## src/rtl/rtc_irq_pkg.sv

```systemverilog
package rtc_irq_pkg;
    localparam int FLG_PER = 0;
    localparam int FLG_DAY = 1;
    localparam int FLG_WK  = 2;
    localparam int NUM_FLG = 3;
    localparam int NUM_ALM = 2;
    typedef logic [NUM_FLG-1:0] flg_vec_t;
endpackage

```

## src/rtl/rtc_alarm_ch.sv

```systemverilog
module rtc_alarm_ch #(
    parameter int DLY_TICKS = 2
) (
    input  logic clk,
    input  logic rst_n,
    input  logic tick,
    input  logic match,
    input  logic en,
    input  logic clr,
    output logic flag
);
    localparam int CNT_W = (DLY_TICKS < 2) ? 1 : $clog2(DLY_TICKS);
    localparam logic [CNT_W-1:0] LAST = CNT_W'(DLY_TICKS - 1);

    typedef struct packed {
        logic             pend;
        logic [CNT_W-1:0] cnt;
        logic             flag;
    } st_t;

    st_t st_d, st_q;
    logic fire;

    always_comb begin
        st_d = st_q;
        fire = st_q.pend && tick && (st_q.cnt == LAST);
        if (!en) begin
            st_d = '0;
        end else begin
            if (clr) begin
                st_d.flag = 1'b0;
            end
            if (match) begin
                st_d.pend = 1'b1;
                st_d.cnt  = '0;
            end else if (st_q.pend && tick) begin
                if (fire) begin
                    st_d.pend = 1'b0;
                    st_d.flag = 1'b1;
                end else begin
                    st_d.cnt = st_q.cnt + 1'b1;
                end
            end
        end
    end

    always_ff @(posedge clk or negedge rst_n) begin
        if (!rst_n) st_q <= '0;
        else        st_q <= st_d;
    end

    assign flag = st_q.flag & en;

    AST_SET_ON_TICK: assert property (@(posedge clk) disable iff (!rst_n)
        $rose(st_q.flag) |-> $past(tick));
    AST_PEND_SRC: assert property (@(posedge clk) disable iff (!rst_n)
        $rose(st_q.pend) |-> $past(en && match));
    AST_HOLD_NO_CLR: assert property (@(posedge clk) disable iff (!rst_n)
        (en && st_q.flag && !clr) |=> st_q.flag);
    AST_CLR_IDLE: assert property (@(posedge clk) disable iff (!rst_n)
        (clr && !st_q.pend) |=> !st_q.flag);
    AST_DIS_CLEARS: assert property (@(posedge clk) disable iff (!rst_n)
        !en |=> (!st_q.flag && !st_q.pend));
endmodule

```

## src/rtl/rtc_per_ch.sv

```systemverilog
module rtc_per_ch (
    input  logic clk,
    input  logic rst_n,
    input  logic evt,
    input  logic clr,
    output logic flag
);
    typedef struct packed {
        logic flag;
    } st_t;

    st_t st_d, st_q;

    always_comb begin
        st_d = st_q;
        if (clr) st_d.flag = 1'b0;
        if (evt) st_d.flag = 1'b1;
    end

    always_ff @(posedge clk or negedge rst_n) begin
        if (!rst_n) st_q <= '0;
        else        st_q <= st_d;
    end

    assign flag = st_q.flag;

    AST_PER_SET: assert property (@(posedge clk) disable iff (!rst_n)
        evt |=> st_q.flag);
    AST_PER_CLR: assert property (@(posedge clk) disable iff (!rst_n)
        (clr && !evt) |=> !st_q.flag);
    AST_SET_WINS: assert property (@(posedge clk) disable iff (!rst_n)
        (clr && evt) |=> st_q.flag);
endmodule

```

## src/rtl/rtc_irq_flags.sv

```systemverilog
module rtc_irq_flags
    import rtc_irq_pkg::*;
#(
    parameter int DLY_TICKS = 2
) (
    input  logic                clk,
    input  logic                rst_n,
    input  logic                tick,
    input  logic                wk_match,
    input  logic                dy_match,
    input  logic                wk_en,
    input  logic                dy_en,
    input  logic                per_evt,
    input  logic                wr_en,
    input  logic [NUM_FLG-1:0]  wr_data,
    output logic [NUM_FLG-1:0]  rd_flags,
    output logic                irq_a_n,
    output logic                irq_b_n
);
    // alarm slot 0 = daily, slot 1 = weekly
    logic [NUM_ALM-1:0] alm_match, alm_en, alm_clr, alm_flag;
    logic               per_clr, per_flag;

    assign alm_match = {wk_match, dy_match};
    assign alm_en    = {wk_en, dy_en};
    assign alm_clr   = {wr_en & ~wr_data[FLG_WK], wr_en & ~wr_data[FLG_DAY]};
    assign per_clr   = wr_en & ~wr_data[FLG_PER];

    for (genvar i = 0; i < NUM_ALM; i++) begin : g_alm
        rtc_alarm_ch #(.DLY_TICKS(DLY_TICKS)) u_ch (
            .clk   (clk),
            .rst_n (rst_n),
            .tick  (tick),
            .match (alm_match[i]),
            .en    (alm_en[i]),
            .clr   (alm_clr[i]),
            .flag  (alm_flag[i])
        );
    end

    rtc_per_ch u_per (
        .clk   (clk),
        .rst_n (rst_n),
        .evt   (per_evt),
        .clr   (per_clr),
        .flag  (per_flag)
    );

    always_comb begin
        rd_flags          = '0;
        rd_flags[FLG_PER] = per_flag;
        rd_flags[FLG_DAY] = alm_flag[0];
        rd_flags[FLG_WK]  = alm_flag[1];
    end

    assign irq_b_n = ~alm_flag[1];
    assign irq_a_n = ~(alm_flag[0] | per_flag);

    AST_RST_PINS_HIGH: assert property (@(posedge clk)
        !rst_n |-> (irq_a_n && irq_b_n));
endmodule

```

## config.mk

```make
export PLATFORM = sky130hd
export DESIGN_NAME = rtc_irq_flags
export DESIGN_NICKNAME = d
export VERILOG_FILES = /design/src/rtl/rtc_irq_pkg.sv /design/src/rtl/rtc_alarm_ch.sv /design/src/rtl/rtc_per_ch.sv /design/src/rtl/rtc_irq_flags.sv
export SDC_FILE = /design/constraint.sdc
export NUM_CORES = 1
export LEC_CHECK = 0
export BUFFER_PORTS_ARGS = -buffer_cell sky130_fd_sc_hd__buf_2
export CAP_MARGIN = 20
export CORE_AREA = 2 2 39 41
export CTS_BUF_LIST = sky130_fd_sc_hd__clkbuf_4
export DETAILED_ROUTE_END_ITERATION = 10
export DIE_AREA = 0 0 41 43
export SYNTH_ARGS = -nofsm -noshare
export SYNTH_HDL_FRONTEND = slang
export SYNTH_SLANG_ARGS = --single-unit
```

## constraint.sdc

```tcl
create_clock -name clk -period 2.1 [get_ports clk]
set_clock_uncertainty 0.05 [all_clocks]
set_input_delay 0 -clock clk [delete_from_list [all_inputs] [get_ports clk]]
set_output_delay 0 -clock clk [all_outputs]
set_load 0.01 [all_outputs]
```

# --- Yosys cells after proc, flatten, opt, wreduce, memory -nomap -nowiden ---
# Index checks and enable logic that the tools add are counted.
totals:
  input_bits: 12
  register_bits: 7
  wordCells: 53
  ramBits: 0
  out_inout_bits: 5
  memories: 0
  rom_bits: 0
  latch_bits: 0
classes:
  bitwise_logic: 11
  mul: 0
  n_eq_ne: 6
  mux: 18
  reduce_logical: 9
  div_mod_pow: 0
  order_cmp: 0
  add_sub_neg: 2
  n_shift: 0
op_table:
  columns: ["op", "count"]
  rows:
  - ["1-bit 2-to-1 mux", 12]
  - ["3-bit 2-to-1 mux", 4]
  - ["3-bit by 2-bit != test with 1-bit output (second input constant)", 4]
  - ["2-bit AND reduction", 4]
  - ["3-bit != test (second input constant)", 2]
  - ["1-bit AND", 5]
  - ["1-bit inverter", 5]
  - ["1-bit logical AND", 4]
  - ["2-bit 2-to-1 mux", 2]
  - ["1-bit adder (second input constant)", 2]
  - ["2-bit nonzero test", 1]
  - ["1-bit bitwise OR", 1]

# --- Logic depth before layout (Yosys ltp) ---
# Gate-level depths: netlist of run 1.
depth:
  ltp_word: 7
  mapped_depth: 3
  ltp_nobuf: 3

# --- Hierarchy ---
# Synthesis of run 1 repeated with hierarchy kept, for this count alone.
hier_totals:
  cells_unflattened: 31
  area_unflattened_um2: 332.8
modules_own_cells:
  columns: ["module", "area_per_inst_um2", "n_inst", "seq_area_each_um2", "cells_per_inst"]
  rows:
  - ["rtc_alarm_ch", 131.4, 2, 75.1, 11]
  - ["rtc_per_ch", 36.3, 1, 25.0, 3]
  - ["rtc_irq_flags", 33.8, 1, 0.0, 6]

# --- Worst setup path after synthesis of run 1 ---
# Ideal clock, no wire load.
synth_timing:
  path_kind: "register to register"
  from: "register g_alm[0].u_ch.st_q[2] (netlist name)"
  to: "register g_alm[0].u_ch.st_q[1] (netlist name)"
  path_slack_ns: 1.344
  required_ns: 1.928
  synth_period_minus_slack_ns: 0.756
  t_arrival_ns: 0.584
  path_stages_with_launch: 3
  setup_time_ns: 0.122
  path_buffers: 0
  cell_sequence: "dfrtp_1 -> a21oi_1 -> nor3b_2"
synth_between:
  elab_chain_cells: 4
  word_cells_on_any_way: 5
  classes_between: "2 x eq/ne; 3 x reduce/logical"
synth_lines:
  columns: ["element", "line_no", "text"]
  rows:
  - ["from (decl)", "rtc_alarm_ch.sv:21", "st_t st_d, st_q;"]
  - ["from (signal assigned)", "rtc_alarm_ch.sv:49", "else st_q <= st_d;"]
  - ["1-bit logical AND (*)", "rtc_alarm_ch.sv:26, rtc_alarm_ch.sv:36", null]
  - ["1-bit logical AND", "rtc_alarm_ch.sv:26", "fire = st_q.pend && tick && (st_q.cnt == LAST);"]
  - ["3-bit != test (no line)", null, null]
  - ["2-bit AND reduction (no line) (*)", null, null]
# Mark *: on every way between the ends. The rest lies on a longest branch, timed or not.
# A chain may end at the register's enable or synchronous reset.

==> impl_metrics.ini, run 1 <==
[logic_synthesis]
synth_top_cell_area_share = 0.520
synth.distinct_cells = 15
ys_seq_area_frac = 0.520
yosys-top-cells-area = dfrtp_1 (52%), buf_4 (6.7%), nand4b_1 (5.2%)
ys_ff_latch = 7
syn_avg_cell_area_um2 = 10.2
synth_area_um2 = 337
postSynthCellCount = 33
synth_top_cell_by_area = dfrtp_1
syn_nets = 45
ys_warn_count = 0

[global_route]
grt_max_degree = 8
antenna_found_initial = 0
grt_use_total = 0.106
overflow = 0
grt_first_pass_wirelength_mm = 1.09
grt_pass1_vias = 287

[die]
dieArea_um2 = 1760
die_h_um = 43
std_cell_rows = 14
start_util = 0.243
die_w_um = 41
core_um2 = 1380
ios = 17

[setup_path]
path_max_fanout = 3
path_buf_inv = 3
regToRegSetupSlack_ns = 0.76
max_stage_delay_ns = 0.55
cp_slowest_cell = dlygate4sd3_1
cp.required_ns = 2.24
crit_chain = dlygate4sd3_1 > buf_2 > nand4b_1 > a21boi_1 > dlygate4sd3_1
cp_common_cell = dlygate4sd3_1
reg2reg_depth = 3
end_kind = flop
start_kind = input pin
worstSetupPathType = input pin to flop
cp_num_cells = 5
path_delay_family = buffers and inverters
arrival_ns = 1.51

[sta]
post-route-period-util = 0.653
max_freq_mhz = 730
min_period_ns = 1.37
max_slew.worst_pin.slew_ns = 0.156
finalMaxSlewViolations = 0
final_hold_viol_count = 0
maxSlewHeadroom = 0.895
setup_tns_ns = 0
setup_viol = 0
rsz0062_at_grt = no

[pwr]
finalPower_uw = 326
ir_drop_mv = 0.355
leakage_uw = 0.000273
power_density_nw_per_um2 = 587

[detailed_routing]
vias_per_cell = 4.29
drc_errors = 0
firstDrtPassIters = 1
routedWlPerCell_um = 9.77
drt_iter0_markers = 0
antenna_left = 0
routed_wirelength_um = 752
detailroute.via_count = 330

[clock_network]
clock_path_buffers = 2
clk-insertion-delay-late_ns = 0.26
cts_tree = yes
cts_setup_buffers = 0
cts_sinks = 7
clockRootBuffer = clkbuf_4
clk_pin_slew_ns = 0.05
cts_buffers = 3
htreeDepth = 1

[placement]
place_inst = 62
hpwlAfterDp_um = 521
place_congestion = 0.661
place_area_um2 = 414
numPortBuffers = 16

[cells_and_area]
postLayoutCellArea_um2 = 554
area_growth_pct = 64.7
final_util = 0.401
n_fill_cell = 146
diodes = 0
layout.cells.most_common = buf_2
fin_nets = 74
layout_common_cells = buf_2 (16), dlygate4sd3_1 (11), dfrtp_1 (7)
drive_gt1_frac = 0.361
final_cells = 77

[min_path]
min_path_type = input pin to flop
hold_depth = 3

[status]
status = completed

[run]
drv_cap = 0
report_power, final:
| group | switching [µW] | leakage, µW | internal (µW) |
|---|---|---|---|
| combinational | 17.8 | 0.000164 | 27.5 |
| clock | 50.5 | 0.0000184 | 85.4 |
| sequential | 3.95 | 0.0000905 | 140 |
| total | 72.2 | 0.000273 | 253 |
metrics by stage:
step / hold slack, ns / worst slack, ns
after floorplan: -0.346 / 1.34
after global placement: -0.208 / 1.32
after detailed placement: -0.207 / 1.31
after CTS: 0.0315 / 0.734
after global routing: 0.0462 / 0.682
final: 0.0359 / 0.729
cell usage after synthesis:
master / n
nand2_1: 3
a21oi_1: 3
inv_1: 2
and2_1: 1
nand4b_1: 2
nor3b_1: 1
a21boi_1: 2
nor2b_1: 2
nor2_1: 1
a21oi_2: 1
nor3b_2: 1
dfrtp_1: 7
o21ai_0: 3
nand2b_1: 1
buf_4: 3
path summary, 6_finish.rpt:
path | from | end
hold / removal | tick | g_alm[1].u_ch.st_q[0]
hold reg to reg | g_alm[1].u_ch.st_q[0] | g_alm[1].u_ch.st_q[0]
max in group asynchronous | rst_n | g_alm[0].u_ch.st_q[0]
setup reg to reg | g_alm[0].u_ch.st_q[2] | g_alm[0].u_ch.st_q[1]
setup / recovery | dy_match | g_alm[0].u_ch.st_q[0]
min in group asynchronous | rst_n | g_alm[0].u_ch.st_q[1]
what timing repair did:
item | in CTS | in global routing
hold buffers | 11 | 0
hold endpoints to repair | 14 | 0
gates resized for setup | 0 | 0
worst reg2reg max path: cells and delay by family, from the launching register on:
family / cells / cell delay (ns)
buffers and inverters: 1 / 0.55
flip-flops: 1 / 0.39
AND/OR/NAND/NOR: 1 / 0.06
AO/OA/AOI/OAI: 1 / 0.18
state kept, by name, indices dropped and copies added, names as in the netlist:
register         cells
g_alm.u_ch.st_q      6
u_per.flag           1
metal layers:
layer  track usage  wire, µm
met5             0         0
met4         0.120        32
met3        0.0785        69
met2         0.131       337
met1        0.0993       312
cells by family (layout without fill, tap and decap cells):
group | count (synthesis) | in the layout | synth area share
AO/OA/AOI/OAI | 9 | 9 | 0.160
buffers and inverters | 5 | 33 | 0.0892
flip-flops | 7 | 7 | 0.520
AND/OR/NAND/NOR | 12 | 12 | 0.230
area by class of cell:
cell class / instances / area [µm²] / area share
multi-input combinational: 21 / 131 / 0.237
sequential: 7 / 175 / 0.316
timing repair buffer: 27 / 190 / 0.343
inverter: 2 / 7.51 / 0.0135
tap: 16 / 20.0 / 0.0361
clock buffer: 4 / 30.0 / 0.0542
No activity file was read; power rests on OpenSTA's default activity.
==> run 2, diff against run 1 <==
==> constraint.sdc (replaced) <==
create_clock -name clk -period 1.35 [get_ports clk]
set_clock_uncertainty 0.05 [all_clocks]
set_input_delay 0 -clock clk [delete_from_list [all_inputs] [get_ports clk]]
set_output_delay 0 -clock clk [all_outputs]
set_load 0.01 [all_outputs]
==> impl_metrics.ini, run 2 (synthesis results as in run 1) <==
[setup_path]
cp_slowest_cell = dlygate4sd3_1
arrival_ns = 1.40
worstSetupPathType = flop to flop
start_kind = flop
path_delay_family = buffers and inverters
path_max_fanout = 3
path_buf_inv = 1
cp.required_ns = 1.43
crit_chain = a21oi_2 > nor3b_2 > dlygate4sd3_1
max_stage_delay_ns = 0.55
end_kind = flop

[detailed_routing]
drc_errors = 0
routed_wirelength_um = 767
vias_per_cell = 4.35
antenna_left = 0
detailroute.via_count = 335
drt_iter0_markers = 4
firstDrtPassIters = 2
routedWlPerCell_um = 9.96

[sta]
min_period_ns = 1.32
finalMaxSlewViolations = 0
final_hold_viol_count = 0
maxSlewHeadroom = 0.896
setup_tns_ns = 0
max_slew.worst_pin.slew_ns = 0.155
post-route-period-util = 0.978
max_freq_mhz = 758
setup_viol = 0
worst_slack_ns = 0.0303

[global_route]
met2_usage = 0.144
grt_first_pass_wirelength_mm = 1.08
grt.met1_usage = 0.0960
grt_busiest_layer = met2
grt_pass1_vias = 282
grt_max_degree = 8
grt_use_total = 0.0973
antenna_found_initial = 0
overflow = 0
met3_usage = 0.0785

[placement]
numPortBuffers = 16
dp_worst_setup_slack_ns = 0.551
place_congestion = 0.657
hpwlAfterDp_um = 515
place_inst = 62

[die]
dieArea_um2 = 1760
die_w_um = 41
std_cell_rows = 14
ios = 17
die_h_um = 43
core_um2 = 1380
start_util = 0.243

[cells_and_area]
layout.cells.most_common = buf_2
n_fill_cell = 149
drive_gt1_frac = 0.410
largest_register_ffs = 6
area_growth_pct = 66.5
layout_common_cells = buf_2 (16), dlygate4sd3_1 (10), dfrtp_1 (7)
diodes = 0
final_cells = 77
regMostFlops = g_alm.u_ch.st_q
fin_nets = 74

[clock_network]
htreeDepth = 1
clock_path_buffers = 2
clk_pin_slew_ns = 0.05
clockRootBuffer = clkbuf_4
cts_tree = yes
cts_sinks = 7
clk-insertion-delay-late_ns = 0.25
cts_buffers = 3

[pwr]
power_density_nw_per_um2 = 901
finalPower_uw = 505
leakage_uw = 0.000273
ir_drop_mv = 0.684

[status]
status = completed

[run]
drv_cap = 0

[min_path]
min_path_type = input pin to flop
[run 2: cell count changes in the layout (fill, tap and decap cells not counted)]
cell           change
a21oi_1            -1
a21oi_2            +1
buf_4              +1
dlygate4sd3_1      -1
nor3b_1            -1
nor3b_2            +1
[run 2: routing by layer]
layer | wire [µm] | part of all wire
met1 | 318 | 0.41
met2 | 390 | 0.51
met3 | 59 | 0.077
met4 | 0 | 0
met5 | 0 | 0
[run 2: final cells by class]
class	instances	area (µm²)	share of cell area
tap	16	20.0	0.0357
multi-input combinational	21	140	0.250
sequential	7	175	0.312
clock buffer	4	30.0	0.0536
inverter	2	7.51	0.0134
timing repair buffer	27	188	0.335
[run 2: worst paths after layout]
check                      slack, ns                   from  depth (start not counted)                     to
max                             0.03  g_alm[0].u_ch.st_q[2]                          3  g_alm[0].u_ch.st_q[1]
min                             0.01             wr_data[1]                          3  g_alm[0].u_ch.st_q[0]
max reg2reg                     0.03  g_alm[0].u_ch.st_q[2]                          3  g_alm[0].u_ch.st_q[1]
min reg2reg                     0.49  g_alm[0].u_ch.st_q[0]                          2  g_alm[0].u_ch.st_q[0]
max in group asynchronous       1.02                  rst_n                          2  g_alm[1].u_ch.st_q[0]
min in group asynchronous       0.08                  rst_n                          2  g_alm[0].u_ch.st_q[1]
[run 2: power by group]
group | internal, µW | leakage, µW | switching, µW | total [µW]
Sequential | 218 | 0.0000905 | 6.84 | 225
Combinational | 45.8 | 0.000164 | 29.4 | 75.2
Clock | 133 | 0.0000184 | 72.2 | 205
[run 2: stage by stage]
step | utilization | instance area, µm² | hold WS, ns
finish | 0.405 | 561 | 0.0108
global route | 0.405 | 561 | 0.0193
CTS | 0.393 | 544 | 0.00380
detailed placement | 0.299 | 414 | -0.208
global placement | 0.299 | 414 | -0.208
floorplan | - | 337 | -0.346
[run 2: worst reg2reg max path, stage by stage (launching register included)]
cell and delay [ns]:
dfrtp_1 0.40, a21oi_2 0.14, nor3b_2 0.05, dlygate4sd3_1 0.55
[run 2: what timing repair did]
| action | 4_1_cts | 5_1_grt |
|---|---|---|
| setup buffers | 0 | 1 |
| hold buffers | 10 | 0 |
| hold endpoints to repair | 14 | 0 |
| setup endpoints to repair | 0 | 2 |
| resized for setup | 0 | 2 |
==> run 3, diff against run 2 <==
--- a/config.mk
+++ b/config.mk
@@ -5,12 +5,12 @@
 export SDC_FILE = /design/constraint.sdc
 export NUM_CORES = 1
 export LEC_CHECK = 0
-export BUFFER_PORTS_ARGS = -buffer_cell sky130_fd_sc_hd__buf_2
 export CAP_MARGIN = 20
 export CORE_AREA = 2 2 39 41
 export CTS_BUF_LIST = sky130_fd_sc_hd__clkbuf_4
 export DETAILED_ROUTE_END_ITERATION = 10
 export DIE_AREA = 0 0 41 43
+export DONT_BUFFER_PORTS = 1
 export SYNTH_ARGS = -nofsm -noshare
 export SYNTH_HDL_FRONTEND = slang
 export SYNTH_SLANG_ARGS = --single-unit
==> impl_metrics.ini, run 3 (synthesis results as in run 1) <==
[sta]
max_slew.worst_pin.slew_ns = 0.316
worst_slack_ns = 0.0210
min_period_ns = 1.33
setup_viol = 0
final_hold_viol_count = 0
setup_tns_ns = 0
post-route-period-util = 0.984
finalMaxSlewViolations = 0
max_freq_mhz = 752
maxSlewHeadroom = 0.789
rsz0062_at_grt = yes
hold_slack_ns = 0.0267

[detailed_routing]
drt_iter0_markers = 1
antenna_left = 0
detailroute.via_count = 296
firstDrtPassIters = 2
routedWlPerCell_um = 12.2
vias_per_cell = 4.55
drc_errors = 0
routed_wirelength_um = 791

[setup_path]
cp_slowest_cell = dlygate4sd3_1
path_delay_family = buffers and inverters
crit_chain = a21oi_2 > nor2b_1 > dlygate4sd3_1
regToRegSetupSlack_ns = 0.02
path_buf_inv = 1
max_stage_delay_ns = 0.54
reg2reg_depth = 3
reg2reg_from = g_alm[1].u_ch.st_q[2]
cp_num_cells = 3
worstSetupPathType = flop to flop
start_kind = flop
end_kind = flop
cp.required_ns = 1.43
reg2reg_to = g_alm[1].u_ch.st_q[2]
path_max_fanout = 3
arrival_ns = 1.41

[clock_network]
htreeDepth = 1
clk-insertion-delay-late_ns = 0.25
cts_buffers = 3
clock_path_buffers = 2
clockRootBuffer = clkbuf_4
cts_tree = yes
clk_pin_slew_ns = 0.05
cts_sinks = 7

[pwr]
leakage_uw = 0.000237
ir_drop_mv = 0.504
power_density_nw_per_um2 = 937

[cells_and_area]
largest_register_ffs = 6
layout.cells.most_common = dlygate4sd3_1
final_cells = 65
layout_common_cells = dlygate4sd3_1 (13), dfrtp_1 (6), clkbuf_4 (4)
n_fill_cell = 137
postLayoutCellArea_um2 = 532
fin_nets = 62
diodes = 0
regMostFlops = g_alm.u_ch.st_q
drive_gt1_frac = 0.245
area_growth_pct = 58.0

[die]
core_um2 = 1380
std_cell_rows = 14
ios = 17
start_util = 0.243
dieArea_um2 = 1760
die_h_um = 43
die_w_um = 41

[global_route]
grt_first_pass_wirelength_um = 972
antenna_found_initial = 0
grt_pass1_vias = 265
overflow = 0
grt_max_degree = 8
grt_use_total = 0.0849

[placement]
place_inst = 46
place_area_um2 = 334
dp_worst_setup_slack_ns = 0.568
place_congestion = 0.595
numPortBuffers = 0

[min_path]
min_path_type = input pin to asynchronous set/reset pin

[status]
status = completed

[run]
drv_cap = 0
## run 3: cell count changes in the layout (fill, tap and decap cells not counted)
cell | before | now
a21oi_1 | 2 | 1
a21oi_2 | 2 | 3
buf_2 | 16 | 0
dfrtp_1 | 7 | 6
dfrtp_2 | 0 | 1
dlygate4sd3_1 | 10 | 13
dlymetal6s4s_1 | 0 | 1
o21ai_0 | 3 | 2
o21ai_2 | 0 | 1
## run 3: layout make-up
type | instances | area [µm²] | area share
Clock buffer | 4 | 30.0 | 0.0565
Inverter | 2 | 7.51 | 0.0141
Sequential cell | 7 | 176 | 0.332
Timing Repair Buffer | 15 | 150 | 0.282
Tap cell | 16 | 20.0 | 0.0376
Multi-Input combinational cell | 21 | 148 | 0.278
## run 3: report_power, final
part           internal (µW)  switching (µW)  total [µW]
clock network            133            74.9         208
logic                   40.4            22.6        62.9
registers                219            9.07         228
total                    392             107         498
## run 3: repair_timing
item,in CTS,in global routing
buffers inserted,0,1
resized for setup,0,7
endpoints found under the setup margin,0,5
hold buffers,13,2
endpoints found under the hold margin,14,1
## run 3: routing by layer
layer / vias up / global-route usage / wire length [µm]
met5: - / 0 / 0
li1: 143 / - / -
met1: 140 / 0.0888 / 296
met2: 13 / 0.131 / 416
met3: 0 / 0.0785 / 79
met4: 0 / 0 / 0
## run 3: stage by stage
stage	power (µW)	util
floorplan	249	-
global placement	249	0.241
detailed placement	249	0.241
CTS	492	0.357
global route	523	0.384
finish	498	0.384
## run 3: worst max-delay path by stage
stage / startpoint / to / slack, ns
after CTS: g_alm[0].u_ch.st_q[2] / g_alm[0].u_ch.st_q[1] / 0.01
after global placement: g_alm[0].u_ch.st_q[2] / g_alm[0].u_ch.st_q[1] / 0.57
after global routing: g_alm[0].u_ch.st_q[2] / g_alm[0].u_ch.st_q[1] / -0.009
final: g_alm[1].u_ch.st_q[2] / g_alm[1].u_ch.st_q[2] / 0.02
after floorplan: g_alm[0].u_ch.st_q[2] / g_alm[0].u_ch.st_q[1] / 0.59
after detailed placement: g_alm[0].u_ch.st_q[2] / g_alm[0].u_ch.st_q[1] / 0.57
## run 3: worst reg2reg max path: stages, from the launching register on
cell and delay (ns):
dfrtp_1 0.42, a21oi_2 0.15, nor2b_1 0.05, dlygate4sd3_1 0.54
